[config.mk]
export PLATFORM = sky130hd
export DESIGN_NAME = smb_cfg_slave
export DESIGN_NICKNAME = d
export VERILOG_FILES = /design/src/rtl/smb_cfg_pkg.sv /design/src/rtl/smb_line_sync.sv /design/src/rtl/smb_byte_engine.sv /design/src/rtl/smb_cfg_bank.sv /design/src/rtl/smb_cfg_slave.sv
export SDC_FILE = /design/constraint.sdc
export NUM_CORES = 1
export LEC_CHECK = 0
export BUFFER_PORTS_ARGS = -buffer_cell sky130_fd_sc_hd__buf_2
export CORE_AREA = 2 2 89 91
export CTS_BUF_LIST = sky130_fd_sc_hd__clkbuf_16
export CTS_CLUSTER_SIZE = 20
export DETAILED_ROUTE_END_ITERATION = 12
export DIE_AREA = 0 0 91 93
export GPL_TIMING_DRIVEN = 1
export PLACE_DENSITY = 0.77
export SLEW_MARGIN = 20
export SYNTH_ARGS = -nofsm -noshare
export SYNTH_HDL_FRONTEND = slang
export SYNTH_SLANG_ARGS = --single-unit
export TNS_END_PERCENT = 20
[constraint.sdc]
create_clock -name clk -period 2.89 [get_ports clk]
set_clock_uncertainty 0.1 [all_clocks]
set_input_delay 0 -clock clk [delete_from_list [all_inputs] [get_ports clk]]
set_output_delay 0 -clock clk [all_outputs]
set_load 0.03 [all_outputs]
[src/rtl/smb_cfg_pkg.sv]
package smb_cfg_pkg;

  typedef enum logic [2:0] {
    PH_IDLE,
    PH_ADDR,
    PH_CMD,
    PH_LEN,
    PH_DATA,
    PH_SKIP
  } phase_t;

  // Power-on contents of one configuration register.
  function automatic logic [7:0] reset_byte(input int idx);
    case (idx)
      0:       reset_byte = 8'h06;
      1:       reset_byte = 8'hFF;
      2:       reset_byte = 8'h7F;
      3:       reset_byte = 8'h8A;
      6:       reset_byte = 8'h06;
      default: reset_byte = 8'h00;
    endcase
  endfunction

endpackage

[src/rtl/smb_line_sync.sv]
module smb_line_sync #(
  parameter int STAGES = 2
) (
  input  logic clk,
  input  logic rst,
  input  logic scl_in,
  input  logic sda_in,
  output logic sda_q,
  output logic scl_rise,
  output logic scl_fall,
  output logic start_det,
  output logic stop_det
);

  logic [STAGES-1:0] scl_pipe;
  logic [STAGES-1:0] sda_pipe;
  logic              scl_d;
  logic              sda_d;
  logic              scl_q;

  generate
    if (STAGES == 1) begin : g_one
      always_ff @(posedge clk) begin
        if (rst) begin
          scl_pipe <= 1'b1;
          sda_pipe <= 1'b1;
        end else begin
          scl_pipe <= scl_in;
          sda_pipe <= sda_in;
        end
      end
    end else begin : g_many
      always_ff @(posedge clk) begin
        if (rst) begin
          scl_pipe <= '1;
          sda_pipe <= '1;
        end else begin
          scl_pipe <= {scl_pipe[STAGES-2:0], scl_in};
          sda_pipe <= {sda_pipe[STAGES-2:0], sda_in};
        end
      end
    end
  endgenerate

  assign scl_q = scl_pipe[STAGES-1];
  assign sda_q = sda_pipe[STAGES-1];

  always_ff @(posedge clk) begin
    if (rst) begin
      scl_d <= 1'b1;
      sda_d <= 1'b1;
    end else begin
      scl_d <= scl_q;
      sda_d <= sda_q;
    end
  end

  assign scl_rise  =  scl_q & ~scl_d;
  assign scl_fall  = ~scl_q &  scl_d;
  assign start_det =  scl_q &  scl_d &  sda_d & ~sda_q;
  assign stop_det  =  scl_q &  scl_d & ~sda_d &  sda_q;

endmodule

[src/rtl/smb_byte_engine.sv]
module smb_byte_engine
  import smb_cfg_pkg::*;
#(
  parameter int         NUM_REGS = 8,
  parameter logic [6:0] DEV_ADDR = 7'b1101001,
  localparam int        IDX_W    = (NUM_REGS > 1) ? $clog2(NUM_REGS) : 1,
  localparam int        PTR_W    = $clog2(NUM_REGS + 1)
) (
  input  logic             clk,
  input  logic             rst,
  input  logic             sda_q,
  input  logic             scl_rise,
  input  logic             scl_fall,
  input  logic             start_det,
  input  logic             stop_det,
  output logic             sda_pull,
  output logic             wr_en,
  output logic [IDX_W-1:0] wr_idx,
  output logic [7:0]       wr_data
);

  localparam logic [7:0] WR_ADDR_BYTE = {DEV_ADDR, 1'b0};

  phase_t           phase;
  phase_t           nxt;
  logic [3:0]       bit_cnt;
  logic             in_ack;
  logic [7:0]       shreg;
  logic [7:0]       byte_nx;
  logic [PTR_W-1:0] ptr;
  logic             active;

  assign byte_nx = {shreg[6:0], sda_q};
  assign active  = (phase != PH_IDLE) && (phase != PH_SKIP);

  always_ff @(posedge clk) begin
    if (rst) begin
      phase    <= PH_IDLE;
      nxt      <= PH_IDLE;
      bit_cnt  <= '0;
      in_ack   <= 1'b0;
      shreg    <= '0;
      ptr      <= '0;
      sda_pull <= 1'b0;
      wr_en    <= 1'b0;
      wr_idx   <= '0;
      wr_data  <= '0;
    end else begin
      wr_en <= 1'b0;
      if (start_det) begin
        phase    <= PH_ADDR;
        bit_cnt  <= '0;
        in_ack   <= 1'b0;
        sda_pull <= 1'b0;
        ptr      <= '0;
      end else if (stop_det) begin
        phase    <= PH_IDLE;
        bit_cnt  <= '0;
        in_ack   <= 1'b0;
        sda_pull <= 1'b0;
      end else if (active) begin
        if (scl_rise && (bit_cnt < 4'd8)) begin
          shreg   <= byte_nx;
          bit_cnt <= bit_cnt + 4'd1;
          if (bit_cnt == 4'd7) begin
            case (phase)
              PH_ADDR: begin
                if (byte_nx == WR_ADDR_BYTE) nxt <= PH_CMD;
                else                         phase <= PH_SKIP;
              end
              PH_CMD:  nxt <= PH_LEN;
              PH_LEN:  nxt <= PH_DATA;
              PH_DATA: begin
                nxt <= PH_DATA;
                if (ptr < PTR_W'(NUM_REGS)) begin
                  wr_en   <= 1'b1;
                  wr_idx  <= ptr[IDX_W-1:0];
                  wr_data <= byte_nx;
                  ptr     <= ptr + 1'b1;
                end
              end
              default: phase <= PH_SKIP;
            endcase
          end
        end else if (scl_fall && (bit_cnt == 4'd8)) begin
          if (!in_ack) begin
            in_ack   <= 1'b1;
            sda_pull <= 1'b1;
          end else begin
            in_ack   <= 1'b0;
            sda_pull <= 1'b0;
            bit_cnt  <= '0;
            phase    <= nxt;
          end
        end
      end
    end
  end

endmodule

[src/rtl/smb_cfg_bank.sv]
module smb_cfg_bank
  import smb_cfg_pkg::*;
#(
  parameter  int NUM_REGS = 8,
  localparam int IDX_W    = (NUM_REGS > 1) ? $clog2(NUM_REGS) : 1
) (
  input  logic                  clk,
  input  logic                  rst,
  input  logic                  wr_en,
  input  logic [IDX_W-1:0]      wr_idx,
  input  logic [7:0]            wr_data,
  output logic [NUM_REGS*8-1:0] cfg_out
);

  generate
    for (genvar g = 0; g < NUM_REGS; g++) begin : g_reg
      always_ff @(posedge clk) begin
        if (rst)
          cfg_out[8*g +: 8] <= reset_byte(g);
        else if (wr_en && (wr_idx == IDX_W'(g)))
          cfg_out[8*g +: 8] <= wr_data;
      end
    end
  endgenerate

endmodule

[src/rtl/smb_cfg_slave.sv]
module smb_cfg_slave #(
  parameter int         NUM_REGS    = 8,
  parameter logic [6:0] DEV_ADDR    = 7'b1101001,
  parameter int         SYNC_STAGES = 2,
  localparam int        IDX_W       = (NUM_REGS > 1) ? $clog2(NUM_REGS) : 1
) (
  input  logic                  clk,
  input  logic                  rst,
  input  logic                  scl_in,
  input  logic                  sda_in,
  output logic                  sda_pull,
  output logic [NUM_REGS*8-1:0] cfg_out
);

  logic             sda_q;
  logic             scl_rise;
  logic             scl_fall;
  logic             start_det;
  logic             stop_det;
  logic             wr_en;
  logic [IDX_W-1:0] wr_idx;
  logic [7:0]       wr_data;

  smb_line_sync #(.STAGES(SYNC_STAGES)) u_sync (
    .clk       (clk),
    .rst       (rst),
    .scl_in    (scl_in),
    .sda_in    (sda_in),
    .sda_q     (sda_q),
    .scl_rise  (scl_rise),
    .scl_fall  (scl_fall),
    .start_det (start_det),
    .stop_det  (stop_det)
  );

  smb_byte_engine #(.NUM_REGS(NUM_REGS), .DEV_ADDR(DEV_ADDR)) u_engine (
    .clk       (clk),
    .rst       (rst),
    .sda_q     (sda_q),
    .scl_rise  (scl_rise),
    .scl_fall  (scl_fall),
    .start_det (start_det),
    .stop_det  (stop_det),
    .sda_pull  (sda_pull),
    .wr_en     (wr_en),
    .wr_idx    (wr_idx),
    .wr_data   (wr_data)
  );

  smb_cfg_bank #(.NUM_REGS(NUM_REGS)) u_bank (
    .clk     (clk),
    .rst     (rst),
    .wr_en   (wr_en),
    .wr_idx  (wr_idx),
    .wr_data (wr_data),
    .cfg_out (cfg_out)
  );

endmodule

== Word level (Yosys, flattened, before mapping) ==
Cells that the tools add are included.
Operators by class
  multiplexer cells: 16
  bitwise gates (word level): 17
  magnitude comparators: 2
  equal/unequal tests: 22
  reduce and logical (&&, ||, !) cells: 32
  $add $sub $neg: 2
Operators with widths (number)
  2-to-1 mux 3 bit: 6
  AND reduction 6 bit: 3
  equality test 3 bit (second input constant): 5
  AND reduction 7 bit: 2
  equality test 3 x 2 -> 1 bit (second input constant): 4
  2-to-1 mux 4 bit: 3
  logical AND 1 bit: 11
  inverter 1 bit: 10
  case mux 3 bit (3 select lines): 1
  nonzero test 3 bit: 3
  adder 4 x 1 -> 4 bit (second input constant): 2
  equality test 8 bit (second input constant): 1
  less-than comparator 4 bit (second input constant): 2
  inequality test 4 bit (second input constant): 2
  nonzero test 4 bit: 2
  bitwise AND 1 bit: 7
  OR reduction 7 bit: 1
  equality test 3 x 1 -> 1 bit (second input constant): 2
  inequality test 3 bit (second input constant): 2
  case mux 3 bit (2 select lines): 1
  AND reduction 3 bit: 2
  OR reduction 3 bit: 2
  2-to-1 mux 1 bit: 5
  inequality test 5 bit (second input constant): 1
  other kinds (8): 11
Word-level totals
  bits in registers: 104
  input port bits: 4
  output and inout port bits: 65

== Logic depth before layout (Yosys ltp) ==
Gate-level depths: netlist (run 1).
  word-level depth: 8
  gate-level depth with buffers: 7
  gate-level depth less buffers: 6

== Hierarchy ==
Synthesis (run 1) repeated with hierarchy kept, for this count alone.
Second synthesis, totals
  cells, all modules: 415
  area total of the unflattened synthesis: 4256.6 um^2
By module, submodules not included
  smb_cfg_bank: cells an instance 235, area each 2516.2 um^2, seq. area each 1281.2 um^2, times used 1
  smb_byte_engine: cells an instance 164, area each 1550.2 um^2, seq. area each 680.7 um^2, times used 1
  smb_line_sync: cells an instance 16, area each 190.2 um^2, seq. area each 120.1 um^2, times used 1

== Least setup slack after synthesis (run 1) ==
Ideal clock, no wire load.
  kind: flip-flop to flip-flop
  start: reg u_sync.sda_pipe[1]
  end: reg u_engine.nxt[0]
  slack: 0.837 ns
  arrival: 1.832 ns
  buffers on the path: 0
  clock period less this slack: 2.053 ns
  setup time: 0.121 ns
  required time: 2.669 ns
  cell stages (with the launch flop): 5
  path through: dfxtp_1 > or4b_2 > o311a_1 > nor3_2 > mux2_2
On the way
  word-level cells in the longest chain between the ends: 4
  elaborated cells on any way between the ends: 8
  those cells by class: 2 x eq/ne; 5 x bitwise; 1 x reduce/logical
RTL lines
  start, declared: RTL line smb_line_sync.sv:16  | logic [STAGES-1:0] sda_pipe;
  start signal, assigned: RTL line smb_line_sync.sv:39  | sda_pipe <= {sda_pipe[STAGES-2:0], sda_in};
  branches (longest 3 deep; another with equality test 8 bit)
  AND reduction 7 bit (no source line) (*)
  end signal, assigned: RTL line smb_byte_engine.sv:39  | nxt <= PH_IDLE;
  end signal, assigned: RTL line smb_byte_engine.sv:68  | if (byte_nx == WR_ADDR_BYTE) nxt <= PH_CMD;
  end signal, assigned: RTL line smb_byte_engine.sv:71  | PH_CMD: nxt <= PH_LEN;
  end, declared: RTL line smb_byte_engine.sv:25  | phase_t nxt;
Every way passes the cells marked *.
A chain may end at the register's enable or synchronous reset.

== Worst setup path in the final report (run 1) ==
  start: reg u_sync.scl_pipe[1]
  end: reg u_engine.ptr[2]
On the way
  word-level cells in the longest chain between the ends: 5
  elaborated cells on any way between the ends: 10
  those cells by class: 7 x bitwise; 3 x reduce/logical
RTL lines
  start, declared: RTL line smb_line_sync.sv:15  | logic [STAGES-1:0] scl_pipe;
  start signal, assigned: RTL line smb_line_sync.sv:38  | scl_pipe <= {scl_pipe[STAGES-2:0], scl_in};
  bitwise AND 1 bit: RTL line smb_line_sync.sv:60, smb_line_sync.sv:61
  bitwise AND 1 bit (2 in a row): RTL line smb_line_sync.sv:61  | assign stop_det = scl_q & scl_d & ~sda_d & sda_q;
  inverter 1 bit (no source line)
  AND reduction 6 bit (no source line)
  end signal, assigned: RTL line smb_byte_engine.sv:79  | ptr <= ptr + 1'b1;
  end, declared: RTL line smb_byte_engine.sv:30  | logic [PTR_W-1:0] ptr;
Several ways; a longest one is shown, not always the timed one.

==> results of run 1 <==
## final timing paths
kind | from | depth (start not counted) | endpoint | slack, ns
worst max-delay path | u_sync.scl_pipe[1] | 4 | u_engine.ptr[2] | 0.62
worst min-delay path | rst | 2 | u_engine.shreg[5] | -0.006
worst min register to register | u_sync.sda_pipe[0] | 1 | u_sync.sda_pipe[1] | 0.31
worst max register to register | u_sync.scl_pipe[1] | 4 | u_engine.ptr[2] | 0.62
## layout make-up
cell class | count | area, µm²
Multi-Input combinational cell | 331 | 1775
Fill cell | 671 | 2856
Clock inverter | 7 | 66.31
Sequential cell | 104 | 2082
Inverter | 5 | 18.77
Timing Repair Buffer | 72 | 375.4
Tap cell | 102 | 127.6
Clock buffer | 9 | 225.2
## logic make-up (layout without fill, tap and decap cells)
kind of cell             Yosys count  after routing
AND/OR/NAND/NOR                  226            226
flip-flops                       104            104
AO/OA/AOI/OAI                     68             68
buffers and inverters             33             93
multiplexers                      29             29
XOR/XNOR                           5              5
adder cells (fa/ha/maj)            3              3
## state kept, by name (all words and copies together) (netlist names)
signal / flops
u_engine.wr_idx: 3
u_sync.sda_d: 1
u_engine.in_ack: 1
u_engine.phase: 3
u_sync.scl_d: 1
u_engine.ptr: 4
u_engine.wr_en: 1
u_engine.wr_data: 8
u_engine.bit_cnt: 4
u_engine.nxt: 3
u_engine.shreg: 7
u_sync.scl_pipe: 2
u_sync.sda_pipe: 2
u_bank.cfg_out: 64
## power by group
group | switching (mW) | internal (mW)
logic | 0.0331 | 0.0163
registers | 0.00579 | 1.44
clock network | 0.573 | 0.604
total | 0.612 | 2.06
## worst max-delay path, stage by stage (launching register included)
cell and delay (ns):
dfxtp_1 0.51, or3b_4 0.46, or4_4 0.65, or3_1 0.35, a21oi_1 0.14
## placed cells by master (no fill, tap or decap), drive strengths merged, types with 3 or more instances in the layout
cell	netlist	layout
nand3	27	27
inv	5	8
mux2i	27	27
or2	8	8
nor3	3	3
buf	6	70
a21oi	42	42
clkinv	0	3
nor2b	5	5
xor2	5	5
or3b	3	3
dfxtp	104	104
o21ai	6	6
nor2	40	40
ha	3	3
clkbuf	22	9
nand2	125	125
nand2b	5	5
## metrics by stage
| stage | instance area (µm²) | hold WS [ns] |
|---|---|---|
| finish | 4671 | -0.005732 |
| global route | 4671 | 0.02447 |
| CTS | 4671 | 0.0004091 |
| detailed placement | 4359 | 0.08623 |
| global placement | 4359 | 0.08197 |
| floorplan | 4003 | 0.003811 |
## routing by layer
metal  part of all wire (%)  up-vias  GRT usage [%]  routed length [µm]
li1                       -     1671              -                   -
met1                     46     1580          29.08                4139
met2                     46       95          36.36                4155
met3                    6.8       10          3.465                 617
met4                    1.4        0          8.207                 125
met5                      0        -              0                   0
## repair_timing
action	CTS	global route
hold buffers	2	0
setup buffers	0	0
hold endpoints to repair	2	0
==> results.txt, run 1 <==
top cells by count, synth: nand2_1, dfxtp_1, a21oi_1
main combinational cell family by area after synthesis: simple AND/OR/NAND/NOR gates
initial core utilization: 53.17%
synthesis-to-layout area growth: 16.69%
Synth Area in Compound Gates: 10.13%
CTS tree: yes
nets: 530
Die Y: 93 µm
Tcrit/Tclk final: 78.53%
Required @ worst endpoint: 3.07 ns
Detailed Route Iter0 Violations: 207
post-synthesis xor/xnor area fraction: 1.094%
Post-DRT Antenna Nets: 0
#FFs+latches synth: 104
vias post-DR: 3,356
HPWL Detailed: 6027 µm
Clock Latency Late Sink: 0.34 ns
hold_ws: -0.005732 ns
leading register cell type out of synthesis: dfxtp_1
Max Slew Vio Count: 0
Die ar.: 0.008463 mm²
max-capacitance violation count: 0
pre-CTS WS: 0.6576 ns
Critical Path Source Type: flip-flop
critical setup path kind: flip-flop to flip-flop
initial antenna violation count: 0
Hold Path Class: input pin to flip-flop
Syn. warnings: 0
root buf cell: clkbuf_16
first-pass GRT wire length: 14,980 µm
final setup TNS: 0 ns
Post-Syn Nets: 475
Least-Margin Pin Slew: 0.9451 ns
CTS Buffer Depth: 2
Resize count post-CTS: 0
failing checks: negative hold slack
post-synthesis adder-cell area fraction: 0.9378%
Final setup viols: 0
vias in the first global route: 3,146
routability cong.: 0.8064
Max Fclk: 440.6 MHz
PortBufs: 68
VDD IR-drop max: 0.0002777 V
synthesized instance count: 468
Post-Synth Simple-Gate Area: 24.88%
Cell variety after synth: 47
ranking of synthesized cells by area: dfxtp_1, nand2_1, mux2i_1
WP data arrival: 2.45 ns
Core Region: 0.007527 mm²
RSZ-0062 raised after global routing: no
P_leak: 1.990 nW
total power draw: 2.668 mW
Mapped Area: 0.004003 mm²
Die Width: 91 µm
Ports: 69
min cycle time layout: 2.270 ns
Async SR Flop Fraction: 0%
placed cells: 612
Synth top area share: 52.02%
top cell type by total area after synthesis: dfxtp_1
row count: 32
DRT Pass-1 Iters: 4
Seq/Total Area, Yosys: 52.02%
clk slew on worst S/H paths: 0.07 ns
Finished Layout Cells: 630
Final Hold Vio Count: 1
pwr/cell area: 571.3 mW/mm²
status: finished with violations
Num CTS Buffers: 9
mean post-synth cell area: 8.553 µm²
largest net degree at the start of global routing: 49
Worst Setup End Kind: flip-flop
number of synthesized flops with an enable pin: 0
DR WL/cell: 14.34 µm
gr ovfl total: 0
number of diodes: 0
cell with the most instances after synthesis: nand2_1
relative slew slack: 36.51%
worst-path fanout max: 17
fraction of layout cells with a size suffix above 1: 19.89%
GRT Util Overall: 21.95%
post-synthesis mux area share: 7.315%
CTS sink count: 104
DRT Wirelength: 9037 µm
PnR worst setup slack: 0.6204 ns
utilization after layout: 62.05%
# DRC: 0
vias per inst: 5.327
H-tree lvl count: 3
Power figures use the tool's default switching activity.
==> run 2, diff against run 1 <==
ABC_AREA = 1   (was default)
clock period = 2.19 ns   (was 2.89 ns; I/O delays follow)
==> run 2 against run 1 <==
Against the previous run:
- the flow now finishes without violations
- final cell count is 8.6% higher
- first-iteration DRC count rose by 30%
- worst setup slack worse by 0.13 ns
- routed wire length grew 2.9%
- sequential share of layout area shrank 0.57 points
- largest power group unchanged
- global-route usage up 1.5 points
==> results.txt, run 2 <==
Tcrit/Tclk final: 77.53%
PortBufs: 68
Pint: 2.696 mW
CTS Buffer Depth: 2
Worst Setup End Kind: flip-flop
max-capacitance violation count: 0
Die ar.: 0.008463 mm²
Final Hold Vio Count: 0
Worst Hold Launch: sda_in
Core Region: 0.007527 mm²
WP data arrival: 1.84 ns
Hold Path Class: input pin to flip-flop
initial antenna violation count: 0
reg-to-reg setup timing slack: 0.49 ns
min cycle time layout: 1.698 ns
Cell variety after synth: 34
clk slew on worst S/H paths: 0.07 ns
Biggest register: u_bank.cfg_out
# DRC: 0
root buf cell: clkbuf_16
top cells by count, synth: dfxtp_1, nor2_1, nand2_1
ranking of synthesized cells by area: dfxtp_1, nor2_1, nand2_1
power share of the sequential group: 54.6%
fraction of layout cells with a size suffix above 1: 20.62%
Worst R2R Start: u_engine.wr_idx[0]
Seq/Total Area, Yosys: 51.42%
GRT Util Overall: 23.46%
H-tree lvl count: 3
Num CTS Buffers: 9
NetSw: 0.7751 mW
CTS tree: yes
Die Y: 93 µm
worst hold endpoint: u_sync.sda_pipe[0]
worst-path fanout max: 11
clock power share: 43.5%
final setup TNS: 0 ns
number of diodes: 0
VDD IR-drop max: 0.0003569 V
leading register cell type out of synthesis: dfxtp_1
#FFs+latches synth: 104
most frequent cells in the layout: dfxtp_1, nor2_1, nand2_1
Resize count post-CTS: 0
DRT Pass-1 Iters: 4
gr ovfl total: 0
synthesis-to-layout area growth: 16.84%
critical setup path kind: flip-flop to flip-flop
Logic pwr share: 1.9%
Mapped Area: 0.004049 mm²
vias post-DR: 3,476
Final setup viols: 0
Die Width: 91 µm
RSZ-0062 raised after global routing: no
initial core utilization: 53.79%
largest net degree at the start of global routing: 54
CTS sink count: 104
Required @ worst endpoint: 2.33 ns
max reg flops: 64
Syn. warnings: 0
hold depth: 3
relative slew slack: 63.36%
Post-DRT Antenna Nets: 0
row count: 32
register area: 0.002082 mm²
Critical Path Source Type: flip-flop
total power draw: 3.471 mW
Detailed Route Iter0 Violations: 270
vias in the first global route: 3,359
Ports: 69
Clock Latency Late Sink: 0.34 ns
Async SR Flop Fraction: 0%
CTS Hold Bufs: 3
DR WL/cell: 13.60 µm
setup bufs post-CTS: 0
routability cong.: 0.9360
Multi-input gate area: 0.001653 mm²
Post-Syn Nets: 521
top cell type by total area after synthesis: dfxtp_1
Least-Margin Pin Slew: 0.5488 ns
synthesized instance count: 514
sw frac: 22.33%
Max Fclk: 588.9 MHz
pwr/cell area: 733.6 mW/mm²
nets: 585
status: finished, final reports clean
Worst Reg-to-Reg Cells: 7
Synth top area share: 51.42%
Max Slew Vio Count: 0
first-pass GRT wire length: 15,950 µm
fill count: 680
HPWL Detailed: 6133 µm
vias per inst: 5.082
DRT Wirelength: 9299 µm
largest registers: u_bank.cfg_out x64, u_engine.wr_data x8, u_engine.shreg x7
P_leak: 2.248 nW
hold_ws: 0.2766 ns
number of synthesized flops with an enable pin: 0
reg2reg end: u_bank.cfg_out[42]
mean post-synth cell area: 7.877 µm²
most common cell after layout, fill and taps aside: dfxtp_1
cell with the most instances after synthesis: dfxtp_1
run 2: cell types whose count changed after synthesis, sizes merged, moves of 7 or more:
cell    before  now
nor2        40  105
o21ai        6   61
mux2i       27    0
a21oi       42   34
inv          5   42
nand2      125   86
clkbuf      22   15
run 2: metrics by stage:
stage	utilization (%)	worst slack, ns	cells	area [µm²]
2_1_floorplan	-	0.6989	514	4049
3_3_place_gp	58.76	0.5474	666	4423
3_5_place_dp	58.76	0.5330	666	4423
4_1_cts	62.85	0.5151	684	4731
5_1_grt	62.85	0.2795	684	4731
6_report	62.85	0.4920	684	4731
run 2: worst max-delay path by stage:
stage                                    from             endpoint  slack (ns)  cells after the start
after detailed placement   u_engine.wr_idx[0]   u_bank.cfg_out[42]        0.53                      7
after global routing       u_engine.wr_idx[0]   u_bank.cfg_out[40]        0.28                      7
after floorplan           u_engine.bit_cnt[1]  u_engine.wr_data[1]        0.70                      7
after global placement     u_engine.wr_idx[0]   u_bank.cfg_out[46]        0.55                      7
after CTS                 u_engine.bit_cnt[0]    u_engine.phase[2]        0.52                      9
final                      u_engine.wr_idx[0]   u_bank.cfg_out[42]        0.49                      7
run 2: cell type report:
type	count	share of cell area (%)
inverters	48	4.020
well taps	102	2.698
clock buffers	9	4.761
multi-input cells	340	34.94
repair buffers	75	8.463
clock inverters	6	1.111
flip-flops and latches	104	44.01
run 2: worst max-delay path: stages (launching register included):
cell and delay [ns]:
dfxtp_1 0.39, inv_1 0.08, nor2_1 0.12, inv_2 0.07
nor2_1 0.42, inv_1 0.22, nor2_1 0.14, nor2_1 0.06
run 2: kinds of logic after synthesis:
group	after synthesis	synth area share, %
AOI/OAI and AO/OA	107	14.52
adders and majority gates	3	0.9272
buffers and inverters	70	7.756
DFF	104	51.42
and+or+nand+nor	230	25.37
run 2: per-layer routing:
layer,global-route usage [%],up-vias,part of all wire [%]
met1,32.05,1587,46
met4,9.217,0,1.4
met3,4.432,14,6.1
met5,0,-,0
li1,-,1773,-
met2,36.98,102,46
run 2: power groups by stage:
stage | clock network [mW] | logic, mW | registers (mW)
finish | 1.51 | 0.0654 | 1.90
global route | 1.62 | 0.0723 | 1.90
CTS | 1.53 | 0.0646 | 1.90
detailed placement | 0 | 0.0599 | 1.94
global placement | 0 | 0.0591 | 1.94
floorplan | 0 | 0.0451 | 1.94
